<file path="src/rtl/sdram_seq_pkg.sv">
package sdram_seq_pkg;

   typedef enum logic [3:0] {
      ST_IDLE     = 4'b0000,
      ST_ACT      = 4'b0001,
      ST_ACT_DLY  = 4'b0010,
      ST_WR       = 4'b0101,
      ST_WR_DATA  = 4'b0110,
      ST_WR_REC   = 4'b0111,
      ST_RD       = 4'b1000,
      ST_CAS_WAIT = 4'b1001,
      ST_RD_OUT   = 4'b1010,
      ST_AREF     = 4'b1100,
      ST_RFC_WAIT = 4'b1101
   } seq_state_t;

   typedef struct packed {
      logic cs_n;
      logic ras_n;
      logic cas_n;
      logic we_n;
   } sd_cmd_t;

   localparam sd_cmd_t CMD_NOP     = '{cs_n: 1'b0, ras_n: 1'b1, cas_n: 1'b1, we_n: 1'b1};
   localparam sd_cmd_t CMD_ACTIVE  = '{cs_n: 1'b0, ras_n: 1'b0, cas_n: 1'b1, we_n: 1'b1};
   localparam sd_cmd_t CMD_READ    = '{cs_n: 1'b0, ras_n: 1'b1, cas_n: 1'b0, we_n: 1'b1};
   localparam sd_cmd_t CMD_WRITE   = '{cs_n: 1'b0, ras_n: 1'b1, cas_n: 1'b0, we_n: 1'b0};
   localparam sd_cmd_t CMD_REFRESH = '{cs_n: 1'b0, ras_n: 1'b0, cas_n: 1'b0, we_n: 1'b1};

endpackage

</file>
<file path="src/rtl/sdram_seq_timer.sv">
module sdram_seq_timer #(
   parameter int CNT_W = 3
) (
   input  logic             clk,
   input  logic             rst_n,
   input  logic             clr,
   output logic [CNT_W-1:0] cnt
);

   always_ff @(posedge clk or negedge rst_n) begin
      if (!rst_n)   cnt <= '0;
      else if (clr) cnt <= '0;
      else          cnt <= cnt + 1'b1;
   end

endmodule

</file>
<file path="src/rtl/sdram_seq_refresh.sv">
module sdram_seq_refresh #(
   parameter int REF_PERIOD = 780
) (
   input  logic clk,
   input  logic rst_n,
   input  logic ref_ack,
   output logic ref_req
);

   localparam int RW = (REF_PERIOD > 2) ? $clog2(REF_PERIOD) : 1;
   localparam logic [RW-1:0] LAST = RW'(REF_PERIOD - 1);

   logic [RW-1:0] ivl_cnt;
   logic          tick;

   assign tick = (ivl_cnt == LAST);

   always_ff @(posedge clk or negedge rst_n) begin
      if (!rst_n) begin
         ivl_cnt <= '0;
         ref_req <= 1'b0;
      end else begin
         ivl_cnt <= tick ? '0 : ivl_cnt + 1'b1;
         if (tick)         ref_req <= 1'b1;
         else if (ref_ack) ref_req <= 1'b0;
      end
   end

   p_req_held_r9: assert property (@(posedge clk) disable iff (!rst_n)
      (ref_req && !ref_ack) |=> ref_req);

endmodule

</file>
<file path="src/rtl/sdram_seq_fsm.sv">
module sdram_seq_fsm
   import sdram_seq_pkg::*;
#(
   parameter int T_RCD   = 2,
   parameter int CAS_LAT = 2,
   parameter int T_WR    = 2,
   parameter int T_RFC   = 4,
   parameter int CNT_W   = 3
) (
   input  logic             clk,
   input  logic             rst_n,
   input  logic             init_done,
   input  logic             strobe_n,
   input  logic             bus_rd,
   input  logic             ref_req,
   input  logic [CNT_W-1:0] tcnt,
   output seq_state_t       state,
   output logic             tclr,
   output logic             accept
);

   localparam logic [CNT_W-1:0] LAST_RCD = CNT_W'((T_RCD > 1) ? T_RCD - 2 : 0);
   localparam logic [CNT_W-1:0] LAST_CAS = CNT_W'(CAS_LAT - 2);
   localparam logic [CNT_W-1:0] LAST_WR  = CNT_W'(T_WR - 1);
   localparam logic [CNT_W-1:0] LAST_RFC = CNT_W'(T_RFC - 2);

   seq_state_t nxt;
   seq_state_t act_nxt;
   seq_state_t cmd_pick;

   assign cmd_pick = bus_rd ? ST_RD : ST_WR;

   generate
      if (T_RCD > 1) begin : g_act_wait
         assign act_nxt = ST_ACT_DLY;
      end else begin : g_act_direct
         assign act_nxt = cmd_pick;
      end
   endgenerate

   always_comb begin
      nxt = state;
      case (state)
         ST_IDLE: begin
            if (init_done) begin
               if (ref_req)        nxt = ST_AREF;
               else if (!strobe_n) nxt = ST_ACT;
            end
         end
         ST_ACT:      nxt = act_nxt;
         ST_ACT_DLY:  if (tcnt == LAST_RCD) nxt = cmd_pick;
         ST_RD:       nxt = ST_CAS_WAIT;
         ST_CAS_WAIT: if (tcnt == LAST_CAS) nxt = ST_RD_OUT;
         ST_RD_OUT:   nxt = ST_IDLE;
         ST_WR:       nxt = ST_WR_DATA;
         ST_WR_DATA:  nxt = ST_WR_REC;
         ST_WR_REC:   if (tcnt == LAST_WR) nxt = ST_IDLE;
         ST_AREF:     nxt = ST_RFC_WAIT;
         ST_RFC_WAIT: if (tcnt == LAST_RFC) nxt = ST_IDLE;
         default:     nxt = ST_IDLE;
      endcase
   end

   assign tclr   = (nxt != state);
   assign accept = (state == ST_IDLE) && init_done && !ref_req && !strobe_n;

   always_ff @(posedge clk or negedge rst_n) begin
      if (!rst_n) state <= ST_IDLE;
      else        state <= nxt;
   end

   p_init_hold_r1: assert property (@(posedge clk) disable iff (!rst_n)
      (state == ST_IDLE && !init_done) |=> state == ST_IDLE);

   p_refresh_first_r2: assert property (@(posedge clk) disable iff (!rst_n)
      (state == ST_IDLE && init_done && ref_req) |=> state == ST_AREF);

   p_active_once_r5: assert property (@(posedge clk) disable iff (!rst_n)
      (state == ST_ACT) |=> (state != ST_ACT && state != ST_IDLE));

   p_valid_single_r7: assert property (@(posedge clk) disable iff (!rst_n)
      (state == ST_RD_OUT) |=> state == ST_IDLE);

endmodule

</file>
<file path="src/rtl/sdram_seq_cmd.sv">
module sdram_seq_cmd
   import sdram_seq_pkg::*;
#(
   parameter int BANK_W = 2,
   parameter int ROW_W  = 13,
   parameter int COL_W  = 9,
   parameter int DATA_W = 32,
   parameter int AP_BIT = 10
) (
   input  logic              clk,
   input  logic              rst_n,
   input  seq_state_t        state,
   input  logic [BANK_W-1:0] bank,
   input  logic [ROW_W-1:0]  row,
   input  logic [COL_W-1:0]  col,
   input  logic [DATA_W-1:0] wdata,
   input  logic [DATA_W-1:0] dq_in,
   output sd_cmd_t           cmd,
   output logic [BANK_W-1:0] ba,
   output logic [ROW_W-1:0]  a,
   output logic [DATA_W-1:0] dq_out,
   output logic              dq_oe,
   output logic [DATA_W-1:0] rd_data,
   output logic              rd_valid
);

   logic [ROW_W-1:0] col_addr;

   always_comb begin
      col_addr             = '0;
      col_addr[COL_W-1:0]  = col;
      col_addr[AP_BIT]     = 1'b1;
   end

   always_comb begin
      cmd = CMD_NOP;
      a   = '0;
      case (state)
         ST_ACT:  begin cmd = CMD_ACTIVE;  a = row;      end
         ST_RD:   begin cmd = CMD_READ;    a = col_addr; end
         ST_WR:   begin cmd = CMD_WRITE;   a = col_addr; end
         ST_AREF: begin cmd = CMD_REFRESH;               end
         default: ;
      endcase
   end

   assign ba       = bank;
   assign dq_out   = wdata;
   assign dq_oe    = (state == ST_WR);
   assign rd_data  = dq_in;
   assign rd_valid = (state == ST_RD_OUT);

   p_autoprecharge_r4: assert property (@(posedge clk) disable iff (!rst_n)
      (!cmd.cs_n && cmd.ras_n && !cmd.cas_n) |-> a[AP_BIT]);

   p_oe_only_write_r8: assert property (@(posedge clk) disable iff (!rst_n)
      dq_oe |-> (cmd == CMD_WRITE));

endmodule

</file>
<file path="src/rtl/sdram_seq.sv">
module sdram_seq
   import sdram_seq_pkg::*;
#(
   parameter int BANK_W     = 2,
   parameter int ROW_W      = 13,
   parameter int COL_W      = 9,
   parameter int DATA_W     = 32,
   parameter int T_RCD      = 2,
   parameter int CAS_LAT    = 2,
   parameter int T_WR       = 2,
   parameter int T_RFC      = 4,
   parameter int REF_PERIOD = 780,
   localparam int ADDR_W    = BANK_W + ROW_W + COL_W
) (
   input  logic              clk,
   input  logic              rst_n,
   input  logic              init_done,
   input  logic              bus_strobe_n,
   input  logic              bus_rd,
   input  logic [ADDR_W-1:0] bus_addr,
   input  logic [DATA_W-1:0] bus_wdata,
   output logic [DATA_W-1:0] rd_data,
   output logic              rd_valid,
   output logic              ref_req,
   output logic              ref_ack,
   output logic              sd_cke,
   output logic              sd_cs_n,
   output logic              sd_ras_n,
   output logic              sd_cas_n,
   output logic              sd_we_n,
   output logic [BANK_W-1:0] sd_ba,
   output logic [ROW_W-1:0]  sd_a,
   output logic [DATA_W-1:0] sd_dq_out,
   output logic              sd_dq_oe,
   input  logic [DATA_W-1:0] sd_dq_in
);

   localparam int AP_BIT = 10;
   localparam int MAX_A  = (T_RCD > CAS_LAT) ? T_RCD : CAS_LAT;
   localparam int MAX_B  = (T_WR > T_RFC) ? T_WR : T_RFC;
   localparam int MAX_D  = (MAX_A > MAX_B) ? MAX_A : MAX_B;
   localparam int CNT_W  = $clog2(MAX_D + 1);

   generate
      if (ROW_W <= AP_BIT || COL_W > AP_BIT) begin : g_bad_addr
         $fatal(1, "sdram_seq: row must cover bit 10 and column must fit below it");
      end
      if (T_RCD < 1 || CAS_LAT < 2 || T_WR < 1 || T_RFC < 2 || REF_PERIOD < 2) begin : g_bad_timing
         $fatal(1, "sdram_seq: timing parameter out of range");
      end
   endgenerate

   seq_state_t        state;
   logic              tclr;
   logic              accept;
   logic [CNT_W-1:0]  tcnt;
   sd_cmd_t           cmd;
   logic [BANK_W-1:0] bank_q;
   logic [ROW_W-1:0]  row_q;
   logic [COL_W-1:0]  col_q;
   logic [DATA_W-1:0] wdata_q;

   always_ff @(posedge clk or negedge rst_n) begin
      if (!rst_n) begin
         bank_q  <= '0;
         row_q   <= '0;
         col_q   <= '0;
         wdata_q <= '0;
      end else if (accept) begin
         {bank_q, row_q, col_q} <= bus_addr;
         wdata_q                <= bus_wdata;
      end
   end

   assign ref_ack = (state == ST_AREF) || (state == ST_RFC_WAIT);

   sdram_seq_timer #(.CNT_W(CNT_W)) u_timer (
      .clk (clk), .rst_n (rst_n), .clr (tclr), .cnt (tcnt)
   );

   sdram_seq_refresh #(.REF_PERIOD(REF_PERIOD)) u_refresh (
      .clk (clk), .rst_n (rst_n), .ref_ack (ref_ack), .ref_req (ref_req)
   );

   sdram_seq_fsm #(
      .T_RCD (T_RCD), .CAS_LAT (CAS_LAT), .T_WR (T_WR), .T_RFC (T_RFC), .CNT_W (CNT_W)
   ) u_fsm (
      .clk (clk), .rst_n (rst_n), .init_done (init_done), .strobe_n (bus_strobe_n),
      .bus_rd (bus_rd), .ref_req (ref_req), .tcnt (tcnt),
      .state (state), .tclr (tclr), .accept (accept)
   );

   sdram_seq_cmd #(
      .BANK_W (BANK_W), .ROW_W (ROW_W), .COL_W (COL_W), .DATA_W (DATA_W), .AP_BIT (AP_BIT)
   ) u_cmd (
      .clk (clk), .rst_n (rst_n), .state (state),
      .bank (bank_q), .row (row_q), .col (col_q), .wdata (wdata_q), .dq_in (sd_dq_in),
      .cmd (cmd), .ba (sd_ba), .a (sd_a), .dq_out (sd_dq_out), .dq_oe (sd_dq_oe),
      .rd_data (rd_data), .rd_valid (rd_valid)
   );

   assign sd_cke   = 1'b1;
   assign sd_cs_n  = cmd.cs_n;
   assign sd_ras_n = cmd.ras_n;
   assign sd_cas_n = cmd.cas_n;
   assign sd_we_n  = cmd.we_n;

   p_ack_opens_with_refresh_r10: assert property (@(posedge clk) disable iff (!rst_n)
      $rose(ref_ack) |-> (cmd == CMD_REFRESH));

endmodule

</file>
<file path="config.mk">
export PLATFORM = sky130hd
export DESIGN_NAME = sdram_seq
export DESIGN_NICKNAME = d
export VERILOG_FILES = /design/src/rtl/sdram_seq_pkg.sv /design/src/rtl/sdram_seq_timer.sv /design/src/rtl/sdram_seq_refresh.sv /design/src/rtl/sdram_seq_fsm.sv /design/src/rtl/sdram_seq_cmd.sv /design/src/rtl/sdram_seq.sv
export SDC_FILE = /design/constraint.sdc
export NUM_CORES = 1
export LEC_CHECK = 0
export ABC_AREA = 1
export CAP_MARGIN = 20
export CORE_MARGIN = 8
export CORE_UTILIZATION = 40
export CTS_BUF_LIST = sky130_fd_sc_hd__clkbuf_8
export CTS_CLUSTER_SIZE = 8
export DETAILED_ROUTE_END_ITERATION = 12
export GPL_ROUTABILITY_DRIVEN = 1
export PLACE_DENSITY = 0.8
export SYNTH_ARGS = -nofsm -noshare
export SYNTH_HDL_FRONTEND = slang
export SYNTH_SLANG_ARGS = --single-unit
</file>
<file path="constraint.sdc">
create_clock -name clk -period 4.6 [get_ports clk]
set_input_delay 1.38 -clock clk [delete_from_list [all_inputs] [get_ports clk]]
set_output_delay 1.38 -clock clk [all_outputs]
set_load 0.1 [all_outputs]
</file>
* Word-level counts from Yosys, hierarchy flattened
Index checks and enable logic that the tools add are counted.
** Storage, ports and cells
- Output and inout port bits :: 88
- Flip-flop bits (word level) :: 74
- Input port bits :: 93
** Operators by class
- Equality and inequality tests :: 14
- Reduce and logical (&&, ||, !) cells :: 10
- Add/sub/neg operators :: 2
- Multiplexer cells :: 15
** Operator list (number)
- 4-bit case mux with 10 select lines :: 1
- 4-bit two-way mux :: 8
- 13-bit case mux with 2 select lines :: 1
- 4-bit equality test (second input constant) :: 5
- 4-bit by 3-bit equality test with 1-bit output (second input constant) :: 3
- 3-bit case mux with 4 select lines :: 1
- 10-bit by 1-bit adder with 10-bit output (second input constant) :: 1
- 10-bit equality test (second input constant) :: 1
- 10-bit two-way mux :: 1
- 4-bit by 1-bit equality test with 1-bit output (second input constant) :: 1
- 4-bit by 2-bit equality test with 1-bit output (second input constant) :: 1
- 4-bit zero test :: 1
- 4-bit inequality test :: 1
- 3-bit by 1-bit adder with 3-bit output (second input constant) :: 1
- 3-bit by 1-bit equality test with 1-bit output (second input constant) :: 1
- 3-bit by 2-bit equality test with 1-bit output (second input constant) :: 1
- 1-bit logical AND :: 3
- 3-bit zero test :: 1
- 3-bit two-way mux :: 1
- 1-bit zero test :: 2
- 1-bit two-way mux :: 2
- 2-bit nonzero test :: 1
- 2-bit OR reduction :: 1
- 1-bit logical OR :: 1

* Depth between registers and ports, before layout
- Word-level depth :: 6
- Mapped depth :: 12
- Gate-level depth less buffers :: 12

* By module
A second synthesis with hierarchy kept.
** Second synthesis, totals
- Cells, all modules :: 512
- Area, all modules :: 3983.8 um2
** By module, submodules not included
- sdram_seq :: instances 1, area an instance 2169.6 um2, cells an instance 241, seq. area each 1401.3 um2
- sdram_seq_cmd :: instances 1, area an instance 755.7 um2, cells an instance 124, seq. area each 0.0 um2
- sdram_seq_refresh :: instances 1, area an instance 544.3 um2, cells an instance 66, seq. area each 275.3 um2
- sdram_seq_fsm :: instances 1, area an instance 394.1 um2, cells an instance 69, seq. area each 100.1 um2
- sdram_seq_timer :: instances 1, area an instance 120.1 um2, cells an instance 12, seq. area each 75.1 um2

* Worst setup path after synthesis
Ideal clock, no wire load.
- Path kind :: reg2out
- Start point :: register u_fsm.state[0]
- End point :: output sd_a[0]
- Arrival :: 3.495 ns
- Slack :: -0.275 ns
- Data required time :: 3.220 ns
- Stages on the path, launching flop included :: 7
- Path buffers :: 0
- Cells stage by stage :: dfrtp_1 -> inv_2 -> nor2_2 -> nand2_1 -> inv_2 -> a21oi_2 -> o21ai_1
** Between the ends
- Word-level cells in the longest chain between the ends :: 3
- Elaborated cells between the ends (all ways) :: 5
** RTL lines
- start: declaration :: RTL line sdram_seq_fsm.sv:17 : output seq_state_t state,
- start signal: assignment :: RTL line sdram_seq_fsm.sv:69 : else state <= nxt;
- 4-bit by 3-bit equality test with 1-bit output
- net sd_dq_oe :: RTL line sdram_seq.sv:34 : output logic sd_dq_oe,
- 2-bit OR reduction (no line)
- 13-bit case mux with 2 select lines :: RTL line sdram_seq_cmd.sv:38 : case (state)
- end: declaration :: RTL line sdram_seq.sv:32 : output logic [ROW_W-1:0] sd_a,
The timed path passes the listed nets, and every way through them passes these cells.

* Worst setup path after layout
- Start point :: register u_fsm.state[1]
- End point :: output sd_we_n
** Between the ends
- Word-level cells in the longest chain between the ends :: 2
- Elaborated cells between the ends (all ways) :: 5
** RTL lines
- 4-bit equality test, or another cell as far along :: RTL line sdram_seq_cmd.sv:38
- 3-bit case mux with 4 select lines (*) :: RTL line sdram_seq_cmd.sv:38
- end: declaration :: RTL line sdram_seq.sv:30 : output logic sd_we_n,
Mark *: on every way between the ends. The rest lies on a longest branch, timed or not.

==> run metrics <==
outcome=complete, no violations; Worst-Margin Slew=1.00 ns; Vias=2,891; Yosys top cell by area=dfrtp_1; WL/cell=13.4 µm; peak supply drop=0.000499 V; Antenna Violating Nets Remaining=0; R2R setup slack=2.67 ns; FMAX=271 MHz; Critical Path RT=3.22 ns; Initial Utilization=0.410; Buffers on Ports=114; Yosys top cell area share=0.520; final setup fails=0; global-route wire length before repair=13,800 µm; Overflow after GRT=0; Post-Syn Nets=533; Synth Area in XOR/XNOR=0.0123; CP Data Arrival Time=2.31 ns; Root Buffer=clkbuf_8; Post-DP HPWL=6230 µm; CTS Buffer Depth=2; multiplexer area fraction after synthesis=0; Synth Area in Compound Gates=0.0506; Final Non-Filler Cells=627; Area Growth Syn to Fin=30.6%; Core Box Area=0.00868 mm²; nets=613; worst skew pair latency=0.33 ns; total track usage=0.142; Top FF cell, synth=dfrtp_1; layout cells sized above 1=0.102; Yosys warning total=0; ys async rst share=1.00; Clock Skew=0.0120 ns; cell count after synthesis=435; die area=0.0122 mm²; top cells by area, synth=dfrtp_1, nand2_1, buf_4; post-synthesis sequential area ratio=0.520; RePlAce Congestion=0.882; Avg Vias per Cell=4.61; CP Launch Type=flip-flop; clock sink total=74; antenna violations before repair=0; Worst slew margin=0.330; Die Y=110 µm; First-pass DRT Iterations=4; io pins=181; r2r worst-path depth=12; post-synthesis cell type count=29; Hold Fails Final Rpt=0; Min-Delay Path Class=flip-flop to flip-flop; # diodes=0; dpl cells=612; syn_area_per_cell=8.18 µm²; Post-Synth Simple-Gate Area=0.269; reg-to-reg endpoint=u_timer.cnt[1]$_DFF_PN0_; CP Class=flip-flop to output port; setup_tns=0 ns; largest net degree at the start of global routing=75; DR iter-0 viols=130; cts bufs inserted=9; worst hold endpoint=u_refresh.ivl_cnt[0]$_DFF_PN0_; Commonest cells post-synth=nand2_1, dfrtp_1, buf_4; critical path endpoint category=output port; Clock transition at path regs=0.08 ns; num rows=34; mapped cell area=0.00356 mm²; FF-to-FF Start=u_timer.cnt[0]$_DFF_PN0_; Fill cells=803; PostCTS Resize Cnt=0; RSZ-0062 raised after global routing=no; Post-CTS Repair Setup Buffers=0; Min-Delay Path Depth=1; hold buffer count at cts=0; Die Wd=110 µm; CTS tree=built; Power Density=839 mW/mm²; Remaining DRCs=0; MaxCap Viol Count=0; H-tree depth=3; flops & latches, synth=74; post-layout min period=3.69 ns; Lkg Pwr=0.00229 µW; routed wire length=8410 µm; Post-Synth Adder-Cell Area=0.0176; Tcrit/Tclk final=0.802; most frequent cell after synthesis=nand2_1; largest family of logic cells by synthesized area=simple AND/OR/NAND/NOR gates; worst-path fanout max=9; max-slew violations=0; worst hold path startpoint=u_refresh.ivl_cnt[0]$_DFF_PN0_; Post-synth EDFFs=0; vias in the first global route=3,055
-- per-stage QoR --
stage	cell area [µm²]	power, µW	setup WS [ns]	utilization	hold WS (ns)
6_report	4650	3900	0.912	0.536	0.464
5_1_grt	4650	4110	0.811	0.536	0.497
4_1_cts	4650	3950	0.894	0.536	0.466
3_5_place_dp	4480	3500	1.27	0.516	0.455
3_3_place_gp	4480	3470	1.28	0.516	0.446
2_1_floorplan	3560	3050	-0.275	-	0.433
-- layer usage --
layer / part of all wire / global-route usage / vias up
met5: 0 / 0 / -
met4: 0.011 / 0.0552 / 0
met3: 0.11 / 0.0541 / 14
met2: 0.49 / 0.247 / 98
met1: 0.39 / 0.152 / 1324
li1: - / - / 1455
-- state kept, by name (all words and copies together) (netlist names) --
register,count
u_fsm.state,4
bank_q,2
u_refresh.ref_req,1
row_q,13
wdata_q,32
u_refresh.ivl_cnt,10
col_q,9
u_timer.cnt,3
-- where the power goes --
| group | total [µW] | internal [µW] | switching, µW |
|---|---|---|---|
| Clock | 435 | 206 | 229 |
| Sequential | 1040 | 900 | 140 |
| Combinational | 2430 | 524 | 1900 |
| Total | 3900 | 1630 | 2270 |
-- worst max path at each step --
stage | startpoint | end | slack [ns] | cells past startpoint
2_1_floorplan | u_fsm.state[0]$_DFF_PN0_ | sd_a[0] | -0.28 | 6
3_3_place_gp | u_fsm.state[1]$_DFF_PN0_ | sd_we_n | 1.28 | 3
3_5_place_dp | u_fsm.state[1]$_DFF_PN0_ | sd_we_n | 1.27 | 3
4_1_cts | u_fsm.state[1]$_DFF_PN0_ | sd_we_n | 0.89 | 3
5_1_grt | u_fsm.state[0]$_DFF_PN0_ | sd_we_n | 0.81 | 4
6_report | u_fsm.state[1]$_DFF_PN0_ | sd_we_n | 0.91 | 3
-- cell families (layout without fill, tap and decap cells) --
group / count (synthesis) / in the layout
and+or+nand+nor: 233 / 233
AOI/OAI and AO/OA: 34 / 34
other: 2 / 2
DFF: 74 / 74
xor gates and xnor gates: 5 / 5
buffers and inverters: 82 / 166
adders and majority gates: 5 / 5
-- cells in the final DEF, fill, tap and decap left out, types with 9 or more instances in the layout --
master | netlist | layout
dfrtp_1 | 74 | 74
clkbuf_8 | 0 | 10
nand3_1 | 11 | 11
buf_4 | 38 | 20
inv_1 | 28 | 28
clkdlybuf4s50_1 | 0 | 96
nor2_1 | 27 | 27
nand2_1 | 176 | 176
o21ai_1 | 9 | 9
o21ai_0 | 16 | 16
-- critical path, cell delays in order (launching register included) --
cell and delay (ns):
dfrtp_1 0.56, nor2_2 0.11, nand2_1 0.14, clkdlybuf4s50_1 1.15
-- layout make-up --
class | instances | area (µm²) | area share
Sequential cell | 74 | 1850 | 0.398
Multi-Input combinational cell | 279 | 1250 | 0.269
Timing Repair Buffer | 116 | 1110 | 0.239
Clock buffer | 10 | 138 | 0.0296
Tap cell | 108 | 135 | 0.0291
Inverter | 35 | 131 | 0.0283
Clock inverter | 5 | 31.3 | 0.00673
(Power assumes the default switching activity.)
